==> src/rtl/rtc_osc_pkg.sv <==
package rtc_osc_pkg;

    localparam int ADDR_W = 6;
    localparam int DATA_W = 8;

    localparam logic [ADDR_W-1:0] CTRL_ADDR = 6'h0F;
    localparam logic [ADDR_W-1:0] STAT_ADDR = 6'h17;
    localparam logic [ADDR_W-1:0] RAM_BASE  = 6'h20;

    // Bit positions that software decodes
    localparam int B_WP    = 7;
    localparam int B_ID    = 0;
    localparam int B_OSCOFF = 7;
    localparam int B_SUPP  = 6;
    localparam int B_FILT  = 5;
    localparam int B_STOPF = 2;

    typedef struct packed {
        logic wprot;
        logic ident;
    } ctrl_t;

    typedef struct packed {
        logic osc_off;
        logic supp;
        logic filt;
        logic stopf;
    } stat_t;

    function automatic logic [DATA_W-1:0] pack_ctrl(ctrl_t c);
        logic [DATA_W-1:0] v;
        v = '0;
        v[B_WP] = c.wprot;
        v[B_ID] = c.ident;
        return v;
    endfunction

    function automatic logic [DATA_W-1:0] pack_stat(stat_t s);
        logic [DATA_W-1:0] v;
        v = '0;
        v[B_OSCOFF] = s.osc_off;
        v[B_SUPP]   = s.supp;
        v[B_FILT]   = s.filt;
        v[B_STOPF]  = s.stopf;
        return v;
    endfunction

endpackage

==> src/rtl/osc_stop_monitor.sv <==
module osc_stop_monitor #(
    parameter int TIMEOUT = 64
) (
    input  logic clk,
    input  logic rst,
    input  logic osc_raw,
    input  logic enable,
    output logic running_o,
    output logic stop_evt_o
);
    localparam int CW = $clog2(TIMEOUT + 1);
    localparam logic [CW-1:0] LAST = CW'(TIMEOUT - 1);

    logic [2:0]    sync_q;
    logic          rise;
    logic [CW-1:0] gap_q;
    logic          expired;

    always_ff @(posedge clk) begin
        if (rst) sync_q <= '0;
        else     sync_q <= {sync_q[1:0], osc_raw};
    end

    assign rise    = sync_q[1] & ~sync_q[2];
    assign expired = !rise && (gap_q == LAST);

    always_ff @(posedge clk) begin
        if (rst || !enable || rise) gap_q <= '0;
        else if (gap_q != LAST)     gap_q <= gap_q + 1'b1;
    end

    always_ff @(posedge clk) begin
        if (rst || !enable) running_o <= 1'b0;
        else if (rise)      running_o <= 1'b1;
        else if (expired)   running_o <= 1'b0;
    end

    assign stop_evt_o = running_o && (!enable || expired);

    // a disabled oscillator is never seen as running
    a_r8_disable_stops: assert property (@(posedge clk) disable iff (rst)
        !enable |=> !running_o);

    // a running oscillator only stops through a stop event
    a_r6_stop_needs_event: assert property (@(posedge clk) disable iff (rst)
        $fell(running_o) |-> $past(stop_evt_o));

endmodule

==> src/rtl/wp_user_ram.sv <==
module wp_user_ram #(
    parameter int AW    = 6,
    parameter int DW    = 8,
    parameter int DEPTH = 31,
    parameter logic [AW-1:0] BASE = 6'h20
) (
    input  logic          clk,
    input  logic [AW-1:0] addr,
    input  logic [DW-1:0] wdata,
    input  logic          we,
    input  logic          wprot,
    output logic          hit_o,
    output logic [DW-1:0] rdata_o
);
    localparam int IW = (DEPTH > 1) ? $clog2(DEPTH) : 1;

    logic [DW-1:0] mem [DEPTH];
    logic [AW-1:0] off;
    logic [IW-1:0] idx;

    assign off   = addr - BASE;
    assign idx   = off[IW-1:0];
    assign hit_o = (addr >= BASE) && (off < AW'(DEPTH));

    always_ff @(posedge clk) begin
        if (we && hit_o && !wprot) mem[idx] <= wdata;
    end

    assign rdata_o = hit_o ? mem[idx] : '0;

endmodule

==> src/rtl/rtc_osc_status_regs.sv <==
module rtc_osc_status_regs
    import rtc_osc_pkg::*;
#(
    parameter int STOP_TIMEOUT = 64,
    parameter int RAM_WORDS    = 31
) (
    input  logic              clk,
    input  logic              rst,
    input  logic [ADDR_W-1:0] bus_addr,
    input  logic [DATA_W-1:0] bus_wdata,
    input  logic              bus_we,
    output logic [DATA_W-1:0] bus_rdata,
    input  logic              osc_edge_i,
    output logic              osc_enable_o,
    output logic              filter_enable_o
);
    ctrl_t ctrl_q;
    stat_t stat_q;

    logic wr_ctrl, wr_stat;
    logic supp_nx;
    logic osc_running, stop_evt;
    logic ram_hit;
    logic [DATA_W-1:0] ram_rdata;

    assign wr_ctrl = bus_we && (bus_addr == CTRL_ADDR);
    assign wr_stat = bus_we && (bus_addr == STAT_ADDR);
    assign supp_nx = wr_stat ? bus_wdata[B_SUPP] : stat_q.supp;

    osc_stop_monitor #(.TIMEOUT(STOP_TIMEOUT)) u_mon (
        .clk        (clk),
        .rst        (rst),
        .osc_raw    (osc_edge_i),
        .enable     (!stat_q.osc_off),
        .running_o  (osc_running),
        .stop_evt_o (stop_evt)
    );

    wp_user_ram #(
        .AW(ADDR_W), .DW(DATA_W), .DEPTH(RAM_WORDS), .BASE(RAM_BASE)
    ) u_ram (
        .clk     (clk),
        .addr    (bus_addr),
        .wdata   (bus_wdata),
        .we      (bus_we),
        .wprot   (ctrl_q.wprot),
        .hit_o   (ram_hit),
        .rdata_o (ram_rdata)
    );

    always_ff @(posedge clk) begin
        if (rst) begin
            ctrl_q <= '0;
        end else if (wr_ctrl) begin
            ctrl_q.wprot <= bus_wdata[B_WP];
            ctrl_q.ident <= bus_wdata[B_ID];
        end
    end

    always_ff @(posedge clk) begin
        if (rst) begin
            stat_q <= '{osc_off: 1'b0, supp: 1'b0, filt: 1'b0, stopf: 1'b1};
        end else begin
            if (wr_stat) begin
                stat_q.osc_off <= bus_wdata[B_OSCOFF];
                stat_q.supp    <= bus_wdata[B_SUPP];
                stat_q.filt    <= bus_wdata[B_FILT];
            end
            if (supp_nx)                              stat_q.stopf <= 1'b0;
            else if (stop_evt)                        stat_q.stopf <= 1'b1;
            else if (wr_stat && !bus_wdata[B_STOPF])  stat_q.stopf <= 1'b0;
        end
    end

    always_comb begin
        if (bus_addr == CTRL_ADDR)      bus_rdata = pack_ctrl(ctrl_q);
        else if (bus_addr == STAT_ADDR) bus_rdata = pack_stat(stat_q);
        else if (ram_hit)               bus_rdata = ram_rdata;
        else                            bus_rdata = '0;
    end

    assign osc_enable_o    = !stat_q.osc_off;
    assign filter_enable_o = stat_q.filt;

    // suppress bit keeps the stop flag low
    a_r9_supp_holds_flag_low: assert property (@(posedge clk) disable iff (rst)
        stat_q.supp |-> !stat_q.stopf);

    // the flag rises only after a running-to-stopped transition
    a_r6_flag_rise_needs_stop: assert property (@(posedge clk) disable iff (rst)
        $rose(stat_q.stopf) |-> $past(stop_evt));

    // the flag falls only on a clearing write or suppression
    a_r7_flag_fall_cause: assert property (@(posedge clk) disable iff (rst)
        $fell(stat_q.stopf) |->
            ($past(bus_we && bus_addr == STAT_ADDR && !bus_wdata[B_STOPF]) || stat_q.supp));

    // a commanded stop of a running oscillator raises the flag
    a_r8_cmd_stop_sets_flag: assert property (@(posedge clk) disable iff (rst)
        (osc_running && stat_q.osc_off && !supp_nx) |=> stat_q.stopf);

endmodule

==> config.mk <==
export PLATFORM = sky130hd
export DESIGN_NAME = rtc_osc_status_regs
export DESIGN_NICKNAME = d
export VERILOG_FILES = /design/src/rtl/rtc_osc_pkg.sv /design/src/rtl/osc_stop_monitor.sv /design/src/rtl/wp_user_ram.sv /design/src/rtl/rtc_osc_status_regs.sv
export SDC_FILE = /design/constraint.sdc
export NUM_CORES = 1
export LEC_CHECK = 0
export BUFFER_PORTS_ARGS = -buffer_cell sky130_fd_sc_hd__buf_2
export CAP_MARGIN = 20
export CORE_MARGIN = 2
export CORE_UTILIZATION = 35
export DETAILED_ROUTE_END_ITERATION = 8
export PLACE_DENSITY = 0.52
export SLEW_MARGIN = 25
export SYNTH_ARGS = -nofsm -noshare
export SYNTH_HDL_FRONTEND = slang
export SYNTH_SLANG_ARGS = --single-unit
==> constraint.sdc <==
create_clock -name clk -period 2.4 [get_ports clk]
set_input_delay 0.12 -clock clk [delete_from_list [all_inputs] [get_ports clk]]
set_output_delay 0.12 -clock clk [all_outputs]
set_load 0.02 [all_outputs]
---- Word-level counts from Yosys, hierarchy flattened ----
Memories as Yosys holds them, arrays and structs flattened.
Cells that the tools add are included.
word-level totals
  bits in writable memories ............... 248
  input port bits ......................... 18
  memories ................................ 1
  register bits ........................... 17
  output and inout bits ................... 10
memory list
  name       words  bits a word  rd ports  clocked after Yosys merged registers in  write ports  line               RTL
  u_ram.mem  31     8            1         0                                        1            wp_user_ram.sv:17  logic [DW-1:0] mem [DEPTH];
operators by class
  add/subtract/negate cells ............... 2
  magnitude comparators ................... 2
  reduce and logical (&&, ||, !) cells .... 17
  bitwise gates (word level) .............. 2
  multiplexer cells ....................... 11
  eq/ne operators ......................... 4
operators by type and width
  cell                                                        number
  2-to-1 mux 8 bit                                            3
  logical AND 1 bit                                           8
  2-to-1 mux 1 bit                                            8
  adder 7 x 1 -> 7 bit, second input constant                 1
  equality test 7 x 6 -> 1 bit, second input constant         1
  inequality test 7 x 6 -> 1 bit, second input constant       1
  equality test 6 x 4 -> 1 bit, second input constant         1
  equality test 6 x 5 -> 1 bit, second input constant         1
  >= comparator 6 bit, second input constant                  1
  less-than comparator 6 x 5 -> 1 bit, second input constant  1
  subtractor 6 bit, second input constant                     1
  logical NOT 1 bit                                           4
  logical OR 1 bit                                            3
  nonzero test 3 bit                                          1
  nonzero test 2 bit                                          1
  AND 1 bit                                                   1
  inverter 1 bit                                              1

---- Longest topological paths before layout ----
Gate-level depths: netlist of the first run.
  depth in word-level cells ............... 8
  depth in mapped cells ................... 9
  depth with buffers taken out ............ 6

---- By module ----
A second synthesis of the first run with hierarchy kept.
second synthesis, totals
  cells, all modules ...................... 683
  area, all modules ....................... 10809.1 µm²
by module, submodules not included
  module               cells an instance  instances  sequential area each (µm²)  area each (µm²)
  wp_user_ram          565                1          7447.1                      9821.9
  rtc_osc_status_regs  67                 1          120.1                       515.5
  osc_stop_monitor     51                 1          220.2                       471.7

---- Worst setup path before layout of the first run ----
Ideal clock, no wire load.
  kind .................................... input port to flip-flop
  start ................................... input bus_addr[0]
  end ..................................... memory u_ram.mem[0][0], enable pin
  path slack .............................. 479 ps
  data arrival time ....................... 1550 ps
  cell stages on the path ................. 7
  cell sequence ........................... buf_6 > buf_12 > buf_6 > buf_6 > buf_6 > nand4b_1 > nor2_1
between the ends
  word-level cells in the longest chain between the ends .. 7
  elaborated cells on any way between the ends .. 8
RTL lines
  item                                    line                      RTL
  start: declaration                      rtc_osc_status_regs.sv:9  input logic [ADDR_W-1:0] bus_addr,
  subtractor 6 bit                        wp_user_ram.sv:21         assign off = addr - BASE;
  less-than comparator 6 x 5 -> 1 bit     wp_user_ram.sv:23         assign hit_o = (addr >= BASE) && (off < AW'(DEPTH));
  logical AND 1 bit                       wp_user_ram.sv:23
  logical AND 1 bit (2 in series)         wp_user_ram.sv:26         if (we && hit_o && !wprot) mem[idx] <= wdata;
  2-to-1 mux 1 bit                        wp_user_ram.sv:26
  2-to-1 mux 1 bit (not written as such)  wp_user_ram.sv:26
  end: declaration                        wp_user_ram.sv:17
Parallel ways exist; a longest one is shown, timed or not.

---- Final worst setup path of the first run ----
  start ................................... memory u_ram.mem[10][4]
  end ..................................... output bus_rdata[4]
between the ends
  word-level cells in the longest chain between the ends .. 4
RTL lines
  item                      line                       RTL
  memory read (31 x 8 bit)  n/a
  2-to-1 mux 8 bit          rtc_osc_status_regs.sv:78  else if (ram_hit) bus_rdata = ram_rdata;
  2-to-1 mux 8 bit          rtc_osc_status_regs.sv:77  else if (bus_addr == STAT_ADDR) bus_rdata = pack_stat(stat_q);
  2-to-1 mux 8 bit          rtc_osc_status_regs.sv:76  if (bus_addr == CTRL_ADDR) bus_rdata = pack_ctrl(ctrl_q);
  end: declaration          rtc_osc_status_regs.sv:12  output logic [DATA_W-1:0] bus_rdata,
Every way passes these cells.

==> results of run 1 <==
==> Yosys cell counts, types with 9 or more instances <==
master / instances / area, µm²
dfxtp_1: 17 / 340
buf_6: 9 / 101
mux4_2: 25 / 563
buf_2: 9 / 45.0
o21ai_0: 12 / 60.1
nor2_1: 49 / 184
nor2b_1: 15 / 93.8
mux2i_1: 58 / 581
nand2_1: 12 / 45.0
clkbuf_1: 11 / 41.3
a21oi_1: 16 / 80.1
edfxtp_1: 248 / 7450
o22ai_1: 19 / 119
==> registers in the layout (all words and copies together) (netlist names) <==
| name | cells |
|---|---|
| u_mon.running_o | 1 |
| u_mon.sync_q | 3 |
| u_mon.gap_q | 7 |
| ctrl_q | 2 |
| u_ram.mem | 248 |
| filter_enable_o | 1 |
| stat_q | 3 |
==> metal layers <==
layer | vias up | global-route usage [%] | share of wire [%]
met3 | 49 | 3.62 | 6.2
met5 | - | 0 | 0.10
met2 | 198 | 26.2 | 45
met4 | 4 | 4.88 | 2.7
li1 | 2625 | - | -
met1 | 3041 | 24.2 | 45
==> cell usage in the layout, fill, tap and decap left out, drive strengths merged, types with 6 or more instances in the layout <==
cell         Yosys  final
edfxtp         248    248
nand2           12     12
nand4            6      6
clkinv           0     13
mux4            31     31
nor2            49     49
a22oi            6      6
and3             6      6
buf             23     98
nor3             8      8
o22ai           19     19
clkbuf          12     31
nand3            7      7
nor2b           15     15
a21oi           16     16
o21ai           14     14
dfxtp           17     17
dlygate4sd3      0      6
mux2i           58     58
==> layout make-up <==
| class | count | area, µm² |
|---|---|---|
| antenna | 1 | 2.50 |
| fill | 2642 | 17100 |
| clock inverter | 20 | 244 |
| clock buffer | 31 | 712 |
| timing repair buffer | 104 | 777 |
| multi-input combinational | 300 | 2630 |
| tap | 390 | 488 |
| sequential | 265 | 7790 |
| inverter | 5 | 18.8 |
==> critical path, cell delays in order, from the launching register on <==
cell,delay (ns)
edfxtp_1,0.36
mux4_2,0.46
nor2b_4,0.15
a2111oi_4,0.41
a31oi_1,0.16
buf_4,0.18
==> kinds of logic after synthesis <==
family                     Yosys count
AOI/OAI and AO/OA                   83
xor gates and xnor gates             3
adders and majority gates            1
buffers and inverters               40
muxes                               91
DFF                                265
and+or+nand+nor                    122
==> stage by stage <==
stage	setup WS, ns	cell area [µm²]	utilization, %
5_1_grt	-0.114	12700	42.6
6_report	-0.0147	12700	42.6
3_3_place_gp	-0.196	11500	38.9
3_5_place_dp	-0.159	11500	38.9
4_1_cts	-0.0834	12600	42.5
2_1_floorplan	0.479	10600	-
==> power by group through the flow <==
stage | Combinational (mW) | Sequential, mW | Clock (mW)
after floorplan | 0.308 | 5.19 | 0
after global placement | 0.549 | 5.19 | 0
after detailed placement | 0.559 | 5.20 | 0
after CTS | 0.580 | 5.10 | 4.50
after global routing | 0.627 | 5.10 | 4.68
final | 0.587 | 5.10 | 4.41
==> what timing repair did <==
item                                   in CTS  in global routing
hold buffers                                6                  0
setup endpoints to repair                   5                  6
cloned                                      0                  0
endpoints found under the hold margin      20                  0
buffers inserted                            0                  0
pin swaps                                   3                  5
gates resized for setup                    14                 10
==> worst max-delay path by stage <==
stage                                 end             start  slack, ns
after detailed placement     bus_rdata[1]       bus_addr[0]      -0.16
final                        bus_rdata[4]  u_ram.mem[10][4]      -0.01
after floorplan           u_ram.mem[0][0]       bus_addr[0]       0.48
after global placement       bus_rdata[1]       bus_addr[0]      -0.20
after global routing         bus_rdata[4]  u_ram.mem[10][4]      -0.11
after CTS                    bus_rdata[4]  u_ram.mem[27][4]      -0.08
==> impl_results.md, run 1 <==
* Status: finished with violations
* Int Pwr at 7.98 mW
* Failing checks: setup timing
* Worst slew pin tran at 0.879 ns
* Final Wtd Congestion at 0.869
* CTS tree: done
* Power share of the combinational group at 5.8%
* Largest net degree at the start of global routing at 34
* Nets@finish at 723
* XOR/XNOR Fraction of Synth Area at 0.248%
* Mux cell area share after synthesis at 12.5%
* Syn_area_per_cell at 17.5 µm²
* Synth warn at 0
* GRT overflow at 0
* Initial antenna violation count at 3
* Placed cell count at 1058
* R2R Setup Slk at 0.49 ns
* #FFs+latches synth at 265
* Mapped Area at 10600 µm²
* Sequential share of power at 50.5%
* Main combinational cell family by area after synthesis: multiplexers
* Core Footprint at 29700 µm²
* CP max FO at 1
* Die area at 31700 µm²
* Non-Filler Instances at 1116
* Maximum VDD drop at 0.533 mV
* Initial core utilization at 35.7%
* Kind of critical path: flop to output port
* Mapped Cells at 605
* RR Endpoint: u_ram.mem[19][1]
* Min Tclk post-route at 2.41 ns
* Final setup viols at 2
* Cell Rows at 63
* Design Power at 10.1 mW
* Clock Sink Count at 265
* Slew Limit Fails at 0
* Compound-Gate Fraction of Synth Area at 5.20%
* Worst hold start: bus_wdata[3]
* Max-Cap Viols at 0
* CTS clk-pin slew, worst paths at 0.06 ns
* Layout Skew at 0.0245 ns
* H-Tree Depth at 1
* Clk_lat worst skew at 0.56 ns
* RSZ-0062 raised after global routing: yes
* GRT Util Overall at 17.0%
* Num CTS Buffers at 28
* Via Count at 5917
* Asr flop ratio synth at 0%
* Via density at 5.30
* RR Startpoint: ctrl_q[1]
* Clk network pwr share at 43.7%
* Post-synthesis cell type count at 59
* Leakage at 4.31 nW
* Post-synthesis adder-cell area fraction at 0.118%
* DR iter-0 viols at 631
* Worst Hold End: u_ram.mem[19][3]
* Root Driver: clkbuf_16
* Min Hold Slack at 0.150 ns
* Drt total wl at 26.5 mm
* Sw Share at 21.0%
* WP data required at 2.28 ns
* Hold Vio Cnt, Final at 0
* Switch Pwr at 2.12 mW
* Area growth syn-to-layout at 19.4%
* Synth Area in Simple Gates at 5.93%
* Die Span Y at 178 µm
* PortBufs at 27
* Final worst-path cycle share at 101%
* Clock buffer depth at 3
* Drt first pass iters at 5
* Ports at 28
* Die span in x at 178 µm
* Worst Hold Class: input port to flop
* R2R cell count at 4
* PwrDens at 797 nW/µm²
* First-pass GRT wire length at 39.0 mm
* Number of synthesized flops with an enable pin at 248
* Relative slew slack at 41.2%
* Wire length per cell at 23.7 µm
* Maximum clock rate at 414 MHz
* Sequential share of the synthesized area at 73.4%
* Syn nets at 624
* Crit. End Element: output port
* Share of cells above drive strength 1 at 25.4%
* Min-Delay Path Depth at 1
* Vias in the first global route at 5999
* Crit path DAT at 2.29 ns
* ANT nets after route at 0
* Dpl hpwl at 17.6 mm
* Total Neg Setup Slack at -0.0282 ns
* Worst Setup Slack, final at -0.0147 ns
* DR DRC count at 0
* Type of origin of the critical path: flop
* Top_reg_cell synth: edfxtp_1
No activity file was read; power rests on OpenSTA's default activity.
==> run 2, diff against run 1 <==
--- a/config.mk
+++ b/config.mk
@@ -8,9 +8,10 @@
 export BUFFER_PORTS_ARGS = -buffer_cell sky130_fd_sc_hd__buf_2
 export CAP_MARGIN = 20
 export CORE_MARGIN = 2
-export CORE_UTILIZATION = 35
+export CORE_UTILIZATION = 51
 export DETAILED_ROUTE_END_ITERATION = 8
-export PLACE_DENSITY = 0.52
+export MAX_ROUTING_LAYER = met4
+export PLACE_DENSITY_LB_ADDON = 0.3
 export SLEW_MARGIN = 25
 export SYNTH_ARGS = -nofsm -noshare
 export SYNTH_HDL_FRONTEND = slang
==> run 2 against run 1 <==
The flow still finishes with violations (setup timing). Flip-flop and latch count unchanged. Sequential share of layout area up 1.4 points. Register-to-register slack worse by 0.12 ns. Non-clock buffer count down 1. Total power down 2.8%. Sequential power about the same. Global-route usage up 7.4 points. Clock skew down 0.0094 ns. Largest cell class unchanged. Largest power group unchanged. Highest routed layer is now met4.
==> impl_results.md, run 2 (synthesis results as in run 1) <==
* Status: finished with violations
* Failing checks: setup timing
* Final Cell Area at 12400 µm²
* Vias in the first global route at 6046
* ANT nets after route at 0
* Dpl hpwl at 16.6 mm
* Most common cell after layout, fill and taps aside: edfxtp_1
* CTS clk-pin slew, worst paths at 0.06 ns
* Clk_lat worst skew at 0.53 ns
* GRT Util Overall at 24.4%
* Maximum VDD drop at 0.537 mV
* Core Util, Final at 61.0%
* Die Span Y at 148 µm
* Int Pwr at 7.78 mW
* Worst slew pin tran at 0.917 ns
* Maximum clock rate at 413 MHz
* RSZ-0062 raised after global routing: yes
* Wire length per cell at 25.5 µm
* WP data required at 2.28 ns
* Drt first pass iters at 8
* Commonest cells after routing, fill and taps aside: edfxtp_1, buf_4, mux2i_1, nor2_1, clkbuf_16
* Ports at 28
* Leakage at 4.26 nW
* Dpl cell area at 11400 µm²
* CP max FO at 1
* Clock Sink Count at 265
* Nets@finish at 721
* Switch Pwr at 2.03 mW
* Die span in x at 148 µm
* Sw Share at 20.7%
* PortBufs at 27
* Area growth syn-to-layout at 16.7%
* Post-CTS setup buffers at 0
* R2R Setup Slk at 0.37 ns
* Power share of the combinational group at 5.7%
* H-Tree Depth at 1
* Via Count at 6020
* Cell Rows at 52
* First-pass GRT wire length at 38.1 mm
* Final Wtd Congestion at 1.01
* Top flop regs: u_ram.mem: 248 flops, u_mon.gap_q: 7 flops
* Die area at 22000 µm²
* GRT overflow at 0
* Drt total wl at 25.3 mm
* Share of cells above drive strength 1 at 24.3%
* Sequential share of power at 52.0%
* Final setup viols at 1
* Core Footprint at 20300 µm²
* Min Tclk post-route at 2.42 ns
* Max reg flops at 248
* Hold Vio Cnt, Final at 0
* Placed cell count at 938
* PwrDens at 792 nW/µm²
* Layout Skew at 0.0152 ns
* Ant diodes at 0
* Worst Setup Slack, final at -0.0217 ns
* Crit path DAT at 2.30 ns
* Initial core utilization at 52.3%
* Slew Limit Fails at 0
* Root Driver: clkbuf_16
* Non-Filler Instances at 990
* Largest net degree at the start of global routing at 34
* Relative slew slack at 38.6%
* Kind of critical path: flop to output port
* Type of origin of the critical path: flop
* DR iter-0 viols at 664
* Num CTS Buffers at 27
* DR DRC count at 0
* CTS tree: done
* Most flop-heavy register: u_ram.mem
* Final worst-path cycle share at 101%
* Via density at 6.08
* Clk network pwr share at 42.3%
* Clock buffer depth at 3
* Setup WS pre-CTS at 0.133 ns
* Worst Hold Class: input port to flop
* Initial antenna violation count at 0
* Max-Cap Viols at 0
* Crit. End Element: output port
[run 2: worst paths after layout]
check / startpoint / to / cells after the start
max: u_ram.mem[10][4] / bus_rdata[4] / 6
min: bus_addr[5] / filter_enable_o / 4
max reg2reg: ctrl_q[1] / u_ram.mem[7][5] / 4
min reg2reg: u_mon.gap_q[6] / u_mon.gap_q[6] / 2
[run 2: cell type report]
class	instances	area, µm²
Sequential cell	265	7790
Multi-Input combinational cell	300	2590
Clock inverter	16	184
Clock buffer	31	691
Timing Repair Buffer	103	777
Fill cell	1493	7920
Tap cell	270	338
Inverter	5	18.8
[run 2: repair_timing]
item | in CTS | in global routing
hold buffers | 5 | 0
resized for setup | 5 | 7
pin swaps | 2 | 1
hold endpoints to repair | 10 | 0
endpoints found under the setup margin | 2 | 5
[run 2: power by group through the flow]
| stage | clock (mW) | sequential, mW | combinational [mW] |
|---|---|---|---|
| 2_1_floorplan | 0 | 5.19 | 0.308 |
| 3_3_place_gp | 0 | 5.19 | 0.526 |
| 3_5_place_dp | 0 | 5.20 | 0.537 |
| 4_1_cts | 4.20 | 5.10 | 0.550 |
| 5_1_grt | 4.37 | 5.10 | 0.592 |
| 6_report | 4.15 | 5.10 | 0.560 |
[run 2: layer usage]
| layer | share of wire, % | vias to the layer above | GRT usage (%) | wire length [µm] |
|---|---|---|---|---|
| li1 | - | 2615 | - | - |
| met3 | 9.5 | 64 | 4.88 | 2390 |
| met2 | 45 | 343 | 36.1 | 11400 |
| met4 | 4.0 | 0 | 9.19 | 1020 |
| met5 | 0 | - | - | 0 |
| met1 | 42 | 2998 | 33.9 | 10500 |
[run 2: stage by stage]
stage | TNS, ns | total power [mW] | hold slack, ns
after detailed placement | 0 | 5.73 | 0.361
after CTS | -0.0238 | 9.85 | 0.0624
after global placement | 0 | 5.72 | 0.354
after floorplan | 0 | 5.50 | 0.219
final | -0.0217 | 9.81 | 0.0914
after global routing | -0.0509 | 10.1 | 0.126
[run 2: worst max-delay path: stages, from the launching register on]
cell and delay [ns]:
edfxtp_1 0.37, mux4_2 0.46, nor2b_4 0.15, a2111oi_4 0.40, buf_4 0.17, a31oi_1 0.06
buf_4 0.17
==> run 3, diff against run 2 <==
--- a/config.mk
+++ b/config.mk
@@ -8,7 +8,7 @@
 export BUFFER_PORTS_ARGS = -buffer_cell sky130_fd_sc_hd__buf_2
 export CAP_MARGIN = 20
 export CORE_MARGIN = 2
-export CORE_UTILIZATION = 51
+export CORE_UTILIZATION = 55
 export DETAILED_ROUTE_END_ITERATION = 8
 export MAX_ROUTING_LAYER = met4
 export PLACE_DENSITY_LB_ADDON = 0.3
==> run 3 against run 2 <==
Sequential share of layout area is 0.55 points higher. Cell count is 1.3% lower. Largest power group unchanged. Clock-buffer cell count is 1 higher. Largest cell class unchanged. Global-route usage is 2.1 points higher. Critical path depth is 1 lower. Worst setup slack worse by 0.066 ns. The flow still finishes with violations (setup timing).
==> impl_results.md, run 3 (synthesis results as in run 1) <==
* Worst Hold Class: input port to flop
* RR Endpoint: u_ram.mem[27][4]
* Worst slew pin tran at 0.836 ns
* Max-Cap Viols at 0
* Failing checks: setup timing
* Vias in the first global route at 6167
* Die span in x at 143 µm
* Final setup viols at 1
* Maximum clock rate at 402 MHz
* Hold Vio Cnt, Final at 0
* Die area at 20400 µm²
* Status: finished with violations
* R2R cell count at 4
* Initial core utilization at 56.3%
* Min Tclk post-route at 2.49 ns
* GRT overflow at 0
* Relative slew slack at 44.1%
* Via density at 6.29
* RSZ-0062 raised after global routing: yes
* Die Span Y at 143 µm
* Dpl hpwl at 16.2 mm
* DR iter-0 viols at 874
* Ant diodes at 0
* Top flop regs: u_ram.mem: 248 flops, u_mon.gap_q: 7 flops
* First-pass GRT wire length at 38.2 mm
* Drt first pass iters at 5
* PwrDens at 784 nW/µm²
* WP data required at 2.28 ns
* Type of origin of the critical path: flop
* PortBufs at 27
* CTS clk-pin slew, worst paths at 0.06 ns
* Worst hold start: bus_addr[5]
* Core Footprint at 18800 µm²
* Slew Limit Fails at 0
* Worst Setup Slack, final at -0.0876 ns
* Worst Hold End: filter_enable_o
* Commonest cells after routing, fill and taps aside: edfxtp_1, buf_4, mux2i_1, nor2_1, mux4_2
* Leakage at 4.21 nW
* CTS tree: done
* Layout Skew at 0.00781 ns
* DR DRC count at 0
* Cell Rows at 50
* Initial antenna violation count at 0
* Final worst-path cycle share at 104%
* H-Tree Depth at 1
* Crit. End Element: output port
* CP max FO at 1
* Via Count at 6143
* Nets@finish at 718
* Kind of critical path: flop to output port
* Drt total wl at 25.5 mm
* Num CTS Buffers at 27
* Maximum VDD drop at 0.739 mV
* Design Power at 9.62 mW
* Largest net degree at the start of global routing at 34
* RR Startpoint: ctrl_q[1]
* Most common cell after layout, fill and taps aside: edfxtp_1
* Total Neg Setup Slack at -0.0876 ns
* FILL cells at 1313
* R2R Setup Slk at 0.50 ns
* Clk_lat worst skew at 0.55 ns
* Clock buffer depth at 3
* Ports at 28
* Most flop-heavy register: u_ram.mem
* Final Wtd Congestion at 0.893
* Post-CTS setup buffers at 0
* Wire length per cell at 26.1 µm
* Clock Sink Count at 265
* ANT nets after route at 0
* GRT Util Overall at 26.5%
* Min-Delay Path Depth at 4
* Root Driver: clkbuf_16
* Area growth syn-to-layout at 15.7%
* Crit path DAT at 2.37 ns
* Share of cells above drive strength 1 at 23.3%
* Max reg flops at 248
## run 3: changes by cell type in the layout (fill, tap and decap cells not counted), sizes merged, moves of 2 or more
cell	change
clkinvlp	-2
bufinv	-2
inv	+2
buf	-4
## run 3: critical path, cell delays in order (launching register included)
cell       delay, ns
edfxtp_1        0.37
mux4_2          0.47
nor2b_1         0.18
a2111oi_4       0.45
a31oi_1         0.16
buf_2           0.18
## run 3: worst max path at each step
stage | startpoint | endpoint | depth (start not counted)
global route | u_ram.mem[27][4] | bus_rdata[4] | 5
finish | u_ram.mem[19][4] | bus_rdata[4] | 5
floorplan | bus_addr[0] | u_ram.mem[0][0] | 7
global placement | bus_addr[0] | bus_rdata[6] | 9
detailed placement | bus_addr[0] | bus_rdata[6] | 9
CTS | u_ram.mem[24][4] | bus_rdata[4] | 5
## run 3: timing repair
item	CTS	global route
endpoints found under the setup margin	5	6
gates resized for setup	7	8
pin swaps	3	0
hold buffers	6	0
endpoints found under the hold margin	14	0
## run 3: stage by stage
step | hold slack, ns | utilization, % | cells | setup WS (ns) | area, µm²
global placement | 0.347 | 60.2 | 924 | -0.0726 | 11300
detailed placement | 0.347 | 60.2 | 924 | -0.0841 | 11300
global route | 0.0917 | 65.2 | 977 | -0.143 | 12300
floorplan | 0.219 | - | 605 | 0.479 | 10600
CTS | 0.0401 | 65.0 | 977 | -0.0696 | 12200
finish | 0.0579 | 65.2 | 977 | -0.0876 | 12300
## run 3: per-layer routing
metal	GRT usage (%)	wire length [µm]	vias up
met1	37.6	10800	3169
met5	-	0	-
met3	3.45	1910	55
met4	7.24	692	0
met2	41.1	12200	315
li1	-	-	2604
## run 3: power breakdown
part	internal (mW)	switching, mW
Sequential	5.09	0.0132
Combinational	0.209	0.354
Clock	2.28	1.68
Total	7.57	2.05
## run 3: final cells by class
class	instances	area, µm²	share of cell area, %
Clock buffer	32	694	5.66
Tap cell	260	325	2.65
Multi-Input combinational cell	300	2590	21.1
Sequential cell	265	7790	63.4
Timing Repair Buffer	100	723	5.89
Clock inverter	15	135	1.10
Inverter	5	18.8	0.153
